==> src/rtl/vpf_pkg.sv <==
package vpf_pkg;
    localparam int BYTE_W   = 8;
    localparam int CODE_LEN = 4;

    typedef struct packed {
        logic [BYTE_W-1:0] data;
        logic              valid;
        logic              sol;
        logic              eol;
        logic              fld;
        logic              vblk;
    } beat_t;

    // XY word of a timing code with its protection bits
    function automatic logic [BYTE_W-1:0] code_xy(input logic f, input logic v, input logic h);
        return {1'b1, f, v, h, v ^ h, f ^ h, f ^ v, f ^ v ^ h};
    endfunction
endpackage

==> src/rtl/vpf_delay.sv <==
module vpf_delay
    import vpf_pkg::*;
#(
    parameter int DEPTH = CODE_LEN
) (
    input  logic  clk,
    input  logic  rst_n,
    input  beat_t din,
    output beat_t dout
);
    for (genvar g = 0; g < DEPTH; g++) begin : g_stage
        beat_t stage_d;
        beat_t stage_q;
        if (g == 0) begin : g_head
            always_comb stage_d = din;
        end else begin : g_link
            always_comb stage_d = g_stage[g-1].stage_q;
        end
        always_ff @(posedge clk or negedge rst_n) begin
            if (!rst_n) stage_q <= '0;
            else        stage_q <= stage_d;
        end
    end

    assign dout = g_stage[DEPTH-1].stage_q;
endmodule

==> src/rtl/vpf_code_seq.sv <==
module vpf_code_seq
    import vpf_pkg::*;
(
    input  logic              clk,
    input  logic              rst_n,
    input  logic              sav_go,
    input  logic              eav_go,
    input  logic              fld,
    input  logic              vblk,
    output logic              active,
    output logic [BYTE_W-1:0] code_byte
);
    localparam int IDX_W = $clog2(CODE_LEN);
    localparam logic [IDX_W-1:0] LAST_IDX = IDX_W'(CODE_LEN - 1);

    typedef struct packed {
        logic              run;
        logic [IDX_W-1:0]  idx;
        logic [BYTE_W-1:0] xy;
    } seq_t;

    seq_t q, d;
    logic [IDX_W-1:0] pos;

    always_comb begin
        d      = q;
        active = 1'b0;
        pos    = '0;
        if (sav_go || eav_go) begin
            active = 1'b1;
            d.run  = 1'b1;
            d.idx  = IDX_W'(1);
            d.xy   = code_xy(fld, vblk, eav_go);
        end else if (q.run) begin
            active = 1'b1;
            pos    = q.idx;
            d.idx  = q.idx + IDX_W'(1);
            if (q.idx == LAST_IDX) d.run = 1'b0;
        end
        if (pos == '0)            code_byte = '1;
        else if (pos == LAST_IDX) code_byte = q.xy;
        else                      code_byte = '0;
    end

    always_ff @(posedge clk or negedge rst_n) begin
        if (!rst_n) q <= '0;
        else        q <= d;
    end


    no_code_clash_chk: assert property (@(posedge clk) disable iff (!rst_n)
        (sav_go || eav_go) |-> (!q.run && !(sav_go && eav_go)));
endmodule

==> src/rtl/vpf_gates.sv <==
module vpf_gates (
    input  logic clk,
    input  logic rst_n,
    input  logic beat_start,
    input  logic beat_end,
    input  logic beat_vblk,
    input  logic pulse_mode,
    output logic h_out,
    output logic v_out
);
    typedef struct packed {
        logic hg;
        logic vg;
        logic end_seen;
        logic h;
        logic v;
    } gate_t;

    gate_t q, d;

    always_comb begin
        d          = q;
        d.end_seen = beat_end;
        d.hg       = beat_start | (q.hg & ~q.end_seen);
        d.vg       = beat_start ? ~beat_vblk : q.vg;
        d.h        = pulse_mode ? (d.hg & ~q.hg) : d.hg;
        d.v        = pulse_mode ? (d.vg & ~q.vg) : d.vg;
    end

    always_ff @(posedge clk or negedge rst_n) begin
        if (!rst_n) q <= '0;
        else        q <= d;
    end

    assign h_out = q.h;
    assign v_out = q.v;


    vgate_moves_on_start_chk: assert property (@(posedge clk) disable iff (!rst_n)
        !$stable(q.vg) |-> $past(beat_start));


    hpulse_single_chk: assert property (@(posedge clk) disable iff (!rst_n)
        (pulse_mode && q.h) |=> (!q.h || !pulse_mode));
endmodule

==> src/rtl/vport_framer.sv <==
module vport_framer
    import vpf_pkg::*;
#(
    parameter logic [BYTE_W-1:0] FILL_A = 8'h80,
    parameter logic [BYTE_W-1:0] FILL_B = 8'h10
) (
    input  logic              clk,
    input  logic              rst_n,
    input  logic [BYTE_W-1:0] in_data,
    input  logic              in_valid,
    input  logic              in_sol,
    input  logic              in_eol,
    input  logic              in_field,
    input  logic              in_vblank,
    input  logic              cfg_pulse_mode,
    input  logic              cfg_code_en,
    input  logic              cfg_blank_fill,
    output logic [BYTE_W-1:0] out_data,
    output logic              out_qual,
    output logic              out_href,
    output logic              out_vref
);
    localparam int LAT = CODE_LEN;

    typedef struct packed {
        logic [BYTE_W-1:0] data;
        logic              qual;
        logic              code;
        logic              fill;
        logic              phase;
        logic              eol;
        logic              fld;
        logic              vblk;
    } out_t;

    out_t              q, d;
    beat_t             in_beat, tail;
    logic              sav_go, eav_go, seq_act, seq_fld, seq_vblk;
    logic [BYTE_W-1:0] seq_byte;

    assign in_beat = {in_data, in_valid, in_sol, in_eol, in_field, in_vblank};

    vpf_delay #(.DEPTH(LAT)) u_delay (
        .clk (clk),
        .rst_n (rst_n),
        .din (in_beat),
        .dout (tail)
    );

    assign sav_go   = cfg_code_en & in_valid & in_sol;
    assign eav_go   = cfg_code_en & q.eol;
    assign seq_fld  = sav_go ? in_field  : q.fld;
    assign seq_vblk = sav_go ? in_vblank : q.vblk;

    vpf_code_seq u_seq (
        .clk (clk),
        .rst_n (rst_n),
        .sav_go (sav_go),
        .eav_go (eav_go),
        .fld (seq_fld),
        .vblk (seq_vblk),
        .active (seq_act),
        .code_byte (seq_byte)
    );

    vpf_gates u_gates (
        .clk (clk),
        .rst_n (rst_n),
        .beat_start (tail.valid & tail.sol),
        .beat_end (tail.valid & tail.eol),
        .beat_vblk (tail.vblk),
        .pulse_mode (cfg_pulse_mode),
        .h_out (out_href),
        .v_out (out_vref)
    );

    always_comb begin
        d      = q;
        d.eol  = tail.valid & tail.eol;
        d.fld  = tail.fld;
        d.vblk = tail.vblk;
        d.code = 1'b0;
        d.fill = 1'b0;
        d.qual = 1'b0;
        if (seq_act) begin
            d.data = seq_byte;
            d.code = 1'b1;
        end else if (tail.valid) begin
            d.data = tail.data;
            d.qual = 1'b1;
        end else begin
            d.fill  = 1'b1;
            d.data  = cfg_blank_fill ? (q.phase ? FILL_B : FILL_A) : '0;
            d.phase = ~q.phase;
        end
    end

    always_ff @(posedge clk or negedge rst_n) begin
        if (!rst_n) q <= '0;
        else        q <= d;
    end

    assign out_data = q.data;
    assign out_qual = q.qual;


    hgate_covers_data_chk: assert property (@(posedge clk) disable iff (!rst_n)
        (q.qual && !cfg_pulse_mode && !$past(cfg_pulse_mode)) |-> out_href);


    code_outside_gate_chk: assert property (@(posedge clk) disable iff (!rst_n)
        (q.code && !cfg_pulse_mode && !$past(cfg_pulse_mode)) |-> !out_href);


    fill_alternates_chk: assert property (@(posedge clk) disable iff (!rst_n)
        (q.fill && $past(q.fill) && $past(cfg_blank_fill) && $past(cfg_blank_fill, 2))
            |-> (q.data != $past(q.data)));
endmodule

==> config.mk <==
export PLATFORM = sky130hd
export DESIGN_NAME = vport_framer
export DESIGN_NICKNAME = d
export VERILOG_FILES = /design/src/rtl/vpf_pkg.sv /design/src/rtl/vpf_delay.sv /design/src/rtl/vpf_code_seq.sv /design/src/rtl/vpf_gates.sv /design/src/rtl/vport_framer.sv
export SDC_FILE = /design/constraint.sdc
export NUM_CORES = 1
export LEC_CHECK = 0
export ABC_AREA = 1
export CAP_MARGIN = 25
export CORE_MARGIN = 3
export CORE_UTILIZATION = 55
export DETAILED_ROUTE_END_ITERATION = 16
export PLACE_DENSITY = 0.78
export SYNTH_ARGS = -nofsm -noshare
export SYNTH_HDL_FRONTEND = slang
export SYNTH_SLANG_ARGS = --single-unit
==> constraint.sdc <==
create_clock -name clk -period 2.1 [get_ports clk]
set_input_delay 0.21 -clock clk [delete_from_list [all_inputs] [get_ports clk]]
set_output_delay 0.21 -clock clk [all_outputs]
set_load 0.005 [all_outputs]
==> load_flow_metrics.sql, run 1 <==
INSERT INTO impl_metrics (metric_group, metric, value, unit) VALUES
('status', 'status', 'completed', ''),
('power', 'power_per_cell_area', '1140', 'nW/um2'),
('min_path', 'hold_class', 'in -> reg', ''),
('floorplanning', 'effective_utilization_at_floorplan', '0.589', ''),
('drt', 'antenna_violating_nets_post_route', '0', ''),
('drt', 'top_layer_used', 'met4', ''),
('drt', 'via_cell_ratio', '4.92', ''),
('final_layout', 'layout-drive-gt1-share', '0.119', ''),
('clock_tree', 'tritoncts_num_sinks', '80', ''),
('timing', 'grt_setup_unrepaired', 'no', ''),
('yosys', 'synth-seq-area-share', '0.754', ''),
('placed_design', 'dp_hpwl', '2550', 'um'),
('final_layout', 'sequential_cell_area', '2000', 'um2'),
('setup_path', 'path_max_fanout', '1', ''),
('placed_design', 'numPlacedInstances', '279', ''),
('final_layout', 'mostFrequentLayoutCells', '80 x sky130_fd_sc_hd__dfrtp_1, 64 x sky130_fd_sc_hd__nand2_1, 27 x sky130_fd_sc_hd__clkdlybuf4s50_1', ''),
('clock_tree', 'cts_made_buffers', '9', ''),
('setup_path', 'worst_ep_required_time', '1890', 'ps'),
('timing', 'fmax', '730', 'MHz'),
('drt', 'via_count', '1455', ''),
('final_layout', 'multi_input_area', '513', 'um2'),
('yosys', 'synth.net_count', '226', ''),
('global_route', 'number_of_antenna_violations_at_the_first_check_in_global_routing', '0', ''),
('timing', 'final_period_minus_worst_setup_slack', '1370', 'ps'),
('timing', 'timing.hold.ws', '310', 'ps'),
('drt', 'drc', '0', ''),
('final_layout', 'leading_cell_type_in_the_layout_fill_and_taps_excluded', 'sky130_fd_sc_hd__dfrtp_1', ''),
('drt', 'wl_per_cell', '12.1', 'um'),
('yosys', 'postSynthRegisterBits', '80', ''),
('power', 'design_power_total', '3.55', 'mW'),
('timing', 'max_slew.worst_pin.slew', '506', 'ps'),
('timing', 'period_share', '0.652', ''),
('global_route', 'overflow', '0', ''),
('timing', 'slew_viol_final', '0', ''),
('global_route', 'grt_max_degree', '44', ''),
('timing', 'timing.final.setup_violations', '0', ''),
('global_route', 'number_of_global_route_vias_before_repair', '1342', ''),
('floorplanning', 'row_count', '24', ''),
('setup_path', 'cp-end-kind', 'output pin', ''),
('setup_path', 'critPathArrivalTime', '1160', 'ps'),
('timing', 'maxSlewHeadroom', '0.663', ''),
('drt', 'met2RoutedLength', '1650', 'um'),
('clock_tree', 'master_cell_of_the_clock_root_buffer', 'sky130_fd_sc_hd__clkbuf_8', ''),
('run', 'max_cap_viol_count', '0', ''),
('setup_path', 'critical_path_buf_inv_count', '1', ''),
('clock_tree', 'cts_resized', '0', ''),
('drt', 'wirelength_met1', '1670', 'um'),
('final_layout', 'finalInstanceArea', '3130', 'um2'),
('floorplanning', 'die_h', '75.5', 'um'),
('floorplanning', 'floorplan.die_area', '5690', 'um2'),
('floorplanning', 'die_width', '75.5', 'um'),
('placed_design', 'numPortBuffers', '28', ''),
('drt', 'drt_iter0_markers', '57', ''),
('setup_path', 'worst_path_max_delay_cell', 'sky130_fd_sc_hd__clkdlybuf4s50_1', ''),
('power', 'max-vdd-ir-drop', '620', 'uV'),
('clock_tree', 'clock_insertion_delay_worst_skew', '330', 'ps'),
('setup_path', 'timing.critical_path.from_type', 'register', ''),
('timing', 'final.setup.tns', '0', 'ps'),
('drt', 'wirelength', '3580', 'um'),
('power', 'cellLeakagePower', '1.51', 'nW'),
('clock_tree', 'clk_transition_reported_paths', '70', 'ps'),
('setup_path', 'critPathTopFamily', 'buffers and inverters', ''),
('clock_tree', 'cts_post_setup_buffers_inserted', '0', ''),
('global_route', 'global_route_wire_length_before_repair', '5840', 'um'),
('timing', 'finalHoldViolCount', '0', ''),
('floorplanning', 'io-pin-count', '29', ''),
('drt', 'drt_pre_antenna_iters', '4', ''),
('yosys', 'ys.warnings.count', '0', ''),
('placed_design', 'gp_routability_congestion', '0.780', ''),
('yosys', 'unique_cell_type_count_in_the_yosys_netlist', '26', ''),
('clock_tree', 'tritoncts', 'built', '');
## cells by family (layout without fill, tap and decap cells)
family,count (synthesis),in the layout,share of synthesized area
fa+ha+maj,1,1,0.00471
buf+inv,25,62,0.0523
xor+xnor,2,2,0.00660
compound gates,13,13,0.0311
simple gates,86,86,0.151
flops,80,80,0.754
## final cells by class
type,instances,area share
inverters,14,0.0184
clock inverters,3,0.00479
repair buffers,32,0.0991
clock buffers,13,0.0539
multi-input cells,102,0.164
well taps,52,0.0208
flip-flops and latches,80,0.639
## worst reg2reg max path: cells and delay by family, from the launching register on
| family | cells | cell delay [ps] |
|---|---|---|
| simple gates | 5 | 620 |
| flops | 1 | 440 |
| compound gates | 1 | 140 |
## metal layers
metal,up-vias,track usage
met5,-,0
met4,0,0.101
met3,10,0.0409
met2,35,0.202
met1,699,0.197
li1,711,-
## cells in the mapped netlist
| library cell | number | area share |
|---|---|---|
| sky130_fd_sc_hd__a21boi_0 | 1 | 0.0028 |
| sky130_fd_sc_hd__a22oi_1 | 1 | 0.0028 |
| sky130_fd_sc_hd__buf_4 | 8 | 0.023 |
| sky130_fd_sc_hd__buf_6 | 1 | 0.0042 |
| sky130_fd_sc_hd__clkbuf_2 | 2 | 0.0038 |
| sky130_fd_sc_hd__dfrtp_1 | 80 | 0.75 |
| sky130_fd_sc_hd__ha_1 | 1 | 0.0047 |
| sky130_fd_sc_hd__inv_1 | 12 | 0.017 |
| sky130_fd_sc_hd__inv_2 | 1 | 0.0014 |
| sky130_fd_sc_hd__inv_6 | 1 | 0.0033 |
| sky130_fd_sc_hd__nand2_1 | 64 | 0.091 |
| sky130_fd_sc_hd__nand2_2 | 1 | 0.0024 |
| sky130_fd_sc_hd__nand2_4 | 1 | 0.0042 |
| sky130_fd_sc_hd__nand3_1 | 9 | 0.017 |
| sky130_fd_sc_hd__nand3_2 | 1 | 0.0038 |
| sky130_fd_sc_hd__nand3b_1 | 1 | 0.0028 |
| sky130_fd_sc_hd__nand4_1 | 4 | 0.0094 |
| sky130_fd_sc_hd__nor2_1 | 2 | 0.0028 |
| sky130_fd_sc_hd__nor2_4 | 1 | 0.0042 |
| sky130_fd_sc_hd__nor2_8 | 1 | 0.0075 |
| sky130_fd_sc_hd__nor3_4 | 1 | 0.0061 |
| sky130_fd_sc_hd__o211ai_1 | 2 | 0.0057 |
| sky130_fd_sc_hd__o21ai_0 | 6 | 0.011 |
| sky130_fd_sc_hd__o21ai_1 | 1 | 0.0019 |
| sky130_fd_sc_hd__o21ai_2 | 2 | 0.0066 |
| sky130_fd_sc_hd__xnor2_1 | 2 | 0.0066 |
## final timing paths
check,startpoint,endpoint,slack (ps),cells past startpoint
setup reg to reg,u_gates.q[2],out_data[4],790,6
hold / removal,in_data[1],u_delay.g_stage[0].stage_q[6],310,1
setup / recovery,out_data[5],out_data[5],730,1
max in group asynchronous,rst_n,u_delay.g_stage[1].stage_q[10],1110,3
min in group asynchronous,rst_n,u_delay.g_stage[0].stage_q[2],390,2
hold reg to reg,u_delay.g_stage[1].stage_q[12],u_delay.g_stage[2].stage_q[12],350,0
## state kept, by name, indices dropped and copies added, names as in the netlist
| signal | cells |
|---|---|
| out_data | 8 |
| out_qual | 1 |
| q | 3 |
| u_delay.dout | 13 |
| u_delay.g_stage.stage_q | 39 |
| u_gates.h_out | 1 |
| u_gates.q | 3 |
| u_gates.v_out | 1 |
| u_seq.q | 11 |
## power breakdown
group | switching (mW) | internal, mW | total (mW)
Combinational | 0.332 | 0.344 | 0.676
Sequential | 0.130 | 1.75 | 1.88
Clock | 0.479 | 0.521 | 0.999
Total | 0.940 | 2.61 | 3.55
## metrics by stage
stage	setup slack, ps	util
finish	730	0.695
global route	661	0.695
CTS	702	0.695
detailed placement	460	0.652
global placement	501	0.652
floorplan	946	-
(Power assumes the default switching activity.)
==> inputs of run 2 (changes only) <==
- CORE_UTILIZATION: 55 -> 54
- PLACE_DENSITY: 0.78 -> 0.77
- clock period: 2.1 -> 1.4 ns (I/O delays scaled with it)
==> run 2 against run 1 <==
Against the previous run:
- clock-buffer cell count unchanged
- critical endpoint is now out_data[3]
- global-route usage up 1.7 points
- highest routed layer unchanged
- largest cell class unchanged
- worst hold slack worse by 75 ps
- non-clock buffer count up 11
==> load_flow_metrics.sql, run 2 (same netlist as run 1, synthesis figures left out) <==
INSERT INTO impl_metrics (metric_group, metric, value, unit) VALUES
('timing', 'maxSlewHeadroom', '0.738', ''),
('floorplanning', 'die_width', '76.1', 'um'),
('final_layout', 'layout-drive-gt1-share', '0.153', ''),
('floorplanning', 'core-area', '4530', 'um2'),
('timing', 'clock_skew', '9.40', 'ps'),
('floorplanning', 'die_h', '76.1', 'um'),
('placed_design', 'post_dp_cell_area', '3050', 'um2'),
('setup_path', 'worst_r2r_endpoint', 'out_data[7]', ''),
('setup_path', 'timing.critical_path.from_type', 'register', ''),
('placed_design', 'numPlacedInstances', '303', ''),
('power', 'p_sw_frac', '0.256', ''),
('power', 'intPower', '4.27', 'mW'),
('final_layout', 'area_delta_synth_final', '23.4', '%'),
('setup_path', 'critPathTopFamily', 'buffers and inverters', ''),
('floorplanning', 'io-pin-count', '29', ''),
('setup_path', 'r2r_setup_slack', '160', 'ps'),
('timing', 'final_period_minus_worst_setup_slack', '1320', 'ps'),
('timing', 'fmax', '757', 'MHz'),
('setup_path', 'timing.critical_path.cells', 'clkdlybuf4s50_1', ''),
('clock_tree', 'clock_tree.htree_level_count', '3', ''),
('power', 'seq_power_share', '0.482', ''),
('drt', 'wirelength', '4100', 'um'),
('global_route', 'number_of_global_route_vias_before_repair', '1522', ''),
('global_route', 'global_route.usage.total', '0.162', ''),
('drt', 'drt_pre_antenna_iters', '4', ''),
('global_route', 'overflow', '0', ''),
('timing', 'slew_viol_final', '0', ''),
('power', 'clockPowerShare', '0.314', ''),
('global_route', 'met1_usage', '0.208', ''),
('placed_design', 'gp_routability_congestion', '0.834', ''),
('final_layout', 'finalInstanceArea', '3270', 'um2'),
('global_route', 'grt_max_degree', '81', ''),
('drt', 'via_count', '1478', ''),
('global_route', 'number_of_antenna_violations_at_the_first_check_in_global_routing', '0', ''),
('floorplanning', 'floorplan.die_area', '5790', 'um2'),
('status', 'status', 'completed', ''),
('final_layout', 'leading_cell_type_in_the_layout_fill_and_taps_excluded', 'sky130_fd_sc_hd__dfrtp_1', ''),
('power', 'max-vdd-ir-drop', '855', 'uV'),
('global_route', 'global_route_wire_length_before_repair', '7100', 'um'),
('clock_tree', 'tritoncts', 'built', ''),
('placed_design', 'dp_hpwl', '2500', 'um'),
('floorplanning', 'row_count', '24', ''),
('setup_path', 'critical_path_buf_inv_count', '1', ''),
('setup_path', 'reg2reg_depth', '6', ''),
('final_layout', 'finish.net_count', '269', ''),
('setup_path', 'path_max_fanout', '1', ''),
('clock_tree', 'master_cell_of_the_clock_root_buffer', 'sky130_fd_sc_hd__clkbuf_8', ''),
('global_route', 'grt_use_met3', '0.0567', ''),
('power', 'power_per_cell_area', '1750', 'nW/um2'),
('drt', 'wl_per_cell', '12.8', 'um'),
('final_layout', 'top_reg_by_flops', 'u_delay.g_stage.stage_q', ''),
('global_route', 'top_usage_layer', 'met2', ''),
('power', 'design_power_total', '5.74', 'mW'),
('setup_path', 'worst_path_max_delay_cell', 'sky130_fd_sc_hd__clkdlybuf4s50_1', ''),
('setup_path', 'worst_ep_required_time', '1260', 'ps'),
('timing', 'timing.final.setup_violations', '0', ''),
('final_layout', 'largest_reg_flops', '39', ''),
('drt', 'drt_iter0_markers', '101', ''),
('setup_path', 'worst_stage_delay_on_the_critical_path', '510', 'ps'),
('clock_tree', 'clock_path_buffers', '2', ''),
('placed_design', 'numPortBuffers', '28', ''),
('power', 'cellLeakagePower', '1.58', 'nW'),
('timing', 'finalHoldViolCount', '0', ''),
('min_path', 'hold_class', 'in -> reg', ''),
('setup_path', 'cp-end-kind', 'output pin', ''),
('setup_path', 'worstSetupPathType', 'reg -> out', ''),
('clock_tree', 'tritoncts_num_sinks', '80', ''),
('clock_tree', 'cts_made_buffers', '9', ''),
('setup_path', 'r2r-start', 'u_gates.q[2]', ''),
('floorplanning', 'effective_utilization_at_floorplan', '0.585', ''),
('clock_tree', 'clock_insertion_delay_worst_skew', '340', 'ps'),
('power', 'combPwrFrac', '0.204', ''),
('min_path', 'worst_hold_startpoint', 'in_eol', ''),
('final_layout', 'fin_cells', '320', ''),
('timing', 'final.setup.tns', '0', 'ps'),
('min_path', 'worst_hold_path.num_cells', '1', ''),
('timing', 'period_share', '0.944', ''),
('drt', 'antenna_violating_nets_post_route', '0', ''),
('drt', 'via_cell_ratio', '4.62', ''),
('timing', 'grt_setup_unrepaired', 'no', ''),
('global_route', 'met2_usage', '0.244', ''),
('setup_path', 'critPathArrivalTime', '1180', 'ps'),
('final_layout', 'mostFrequentLayoutCells', '79 x sky130_fd_sc_hd__dfrtp_1, 64 x sky130_fd_sc_hd__nand2_1, 27 x sky130_fd_sc_hd__clkdlybuf4s50_1', ''),
('clock_tree', 'clk_transition_reported_paths', '80', 'ps'),
('power', 'total_switching_power', '1.47', 'mW'),
('final_layout', 'num_antenna_cells', '0', ''),
('setup_path', 'critPathLaunch', 'out_data[3]', ''),
('timing', 'max_slew.worst_pin.slew', '393', 'ps'),
('drt', 'drc', '0', ''),
('run', 'max_cap_viol_count', '0', ''),
('min_path', 'whs_endpoint', 'u_delay.g_stage[0].stage_q[2]', ''),
('clock_tree', 'cts_post_setup_buffers_inserted', '0', '');
==> run 2: cell types whose count changed in the layout (fill, tap and decap cells not counted), sizes merged <==
cell / delta
bufinv: +2
buf: +11
clkinv: -2
==> run 2: timing repair <==
action / in CTS / in global routing
resized for setup: 0 / 1
setup endpoints to repair: 0 / 1
hold buffers: 1 / 0
hold endpoints to repair: 80 / 0
==> run 2: metal layers <==
metal	share of wire	wire, um
met4	0.025	102
met5	0	0
met1	0.44	1820
met2	0.48	1980
met3	0.047	191
==> run 2: cell type report <==
type                            count  area (um2)
Timing Repair Buffer               43         405
Inverter                           14        57.6
Clock buffer                       13         149
Sequential cell                    80        2000
Clock inverter                      3        65.1
Fill cell                         292        1260
Tap cell                           65        81.3
Multi-Input combinational cell    102         513
==> run 2: through the flow <==
step	utilization	worst slack, ps	hold slack (ps)
final	0.722	78.6	235
after global routing	0.722	14.7	211
after CTS	0.722	44.5	221
after detailed placement	0.672	-129	189
after global placement	0.672	-71.5	186
after floorplan	-	246	-156
==> run 2: worst max-delay path by stage <==
stage               slack (ps)  cells after the start     endpoint
global route                10                      6  out_data[1]
finish                      80                      1  out_data[3]
global placement           -70                      7  out_data[1]
CTS                         40                      1  out_data[3]
floorplan                  250                      6  out_data[1]
detailed placement        -130                      7  out_data[4]
==> run 2: power by group through the flow <==
stage	Combinational, mW	Clock (mW)	Sequential, mW
detailed placement	1.17	0	2.81
CTS	1.19	1.85	2.76
global route	1.31	1.95	2.80
finish	1.17	1.80	2.77
global placement	1.12	0	2.80
floorplan	0.784	0	2.77
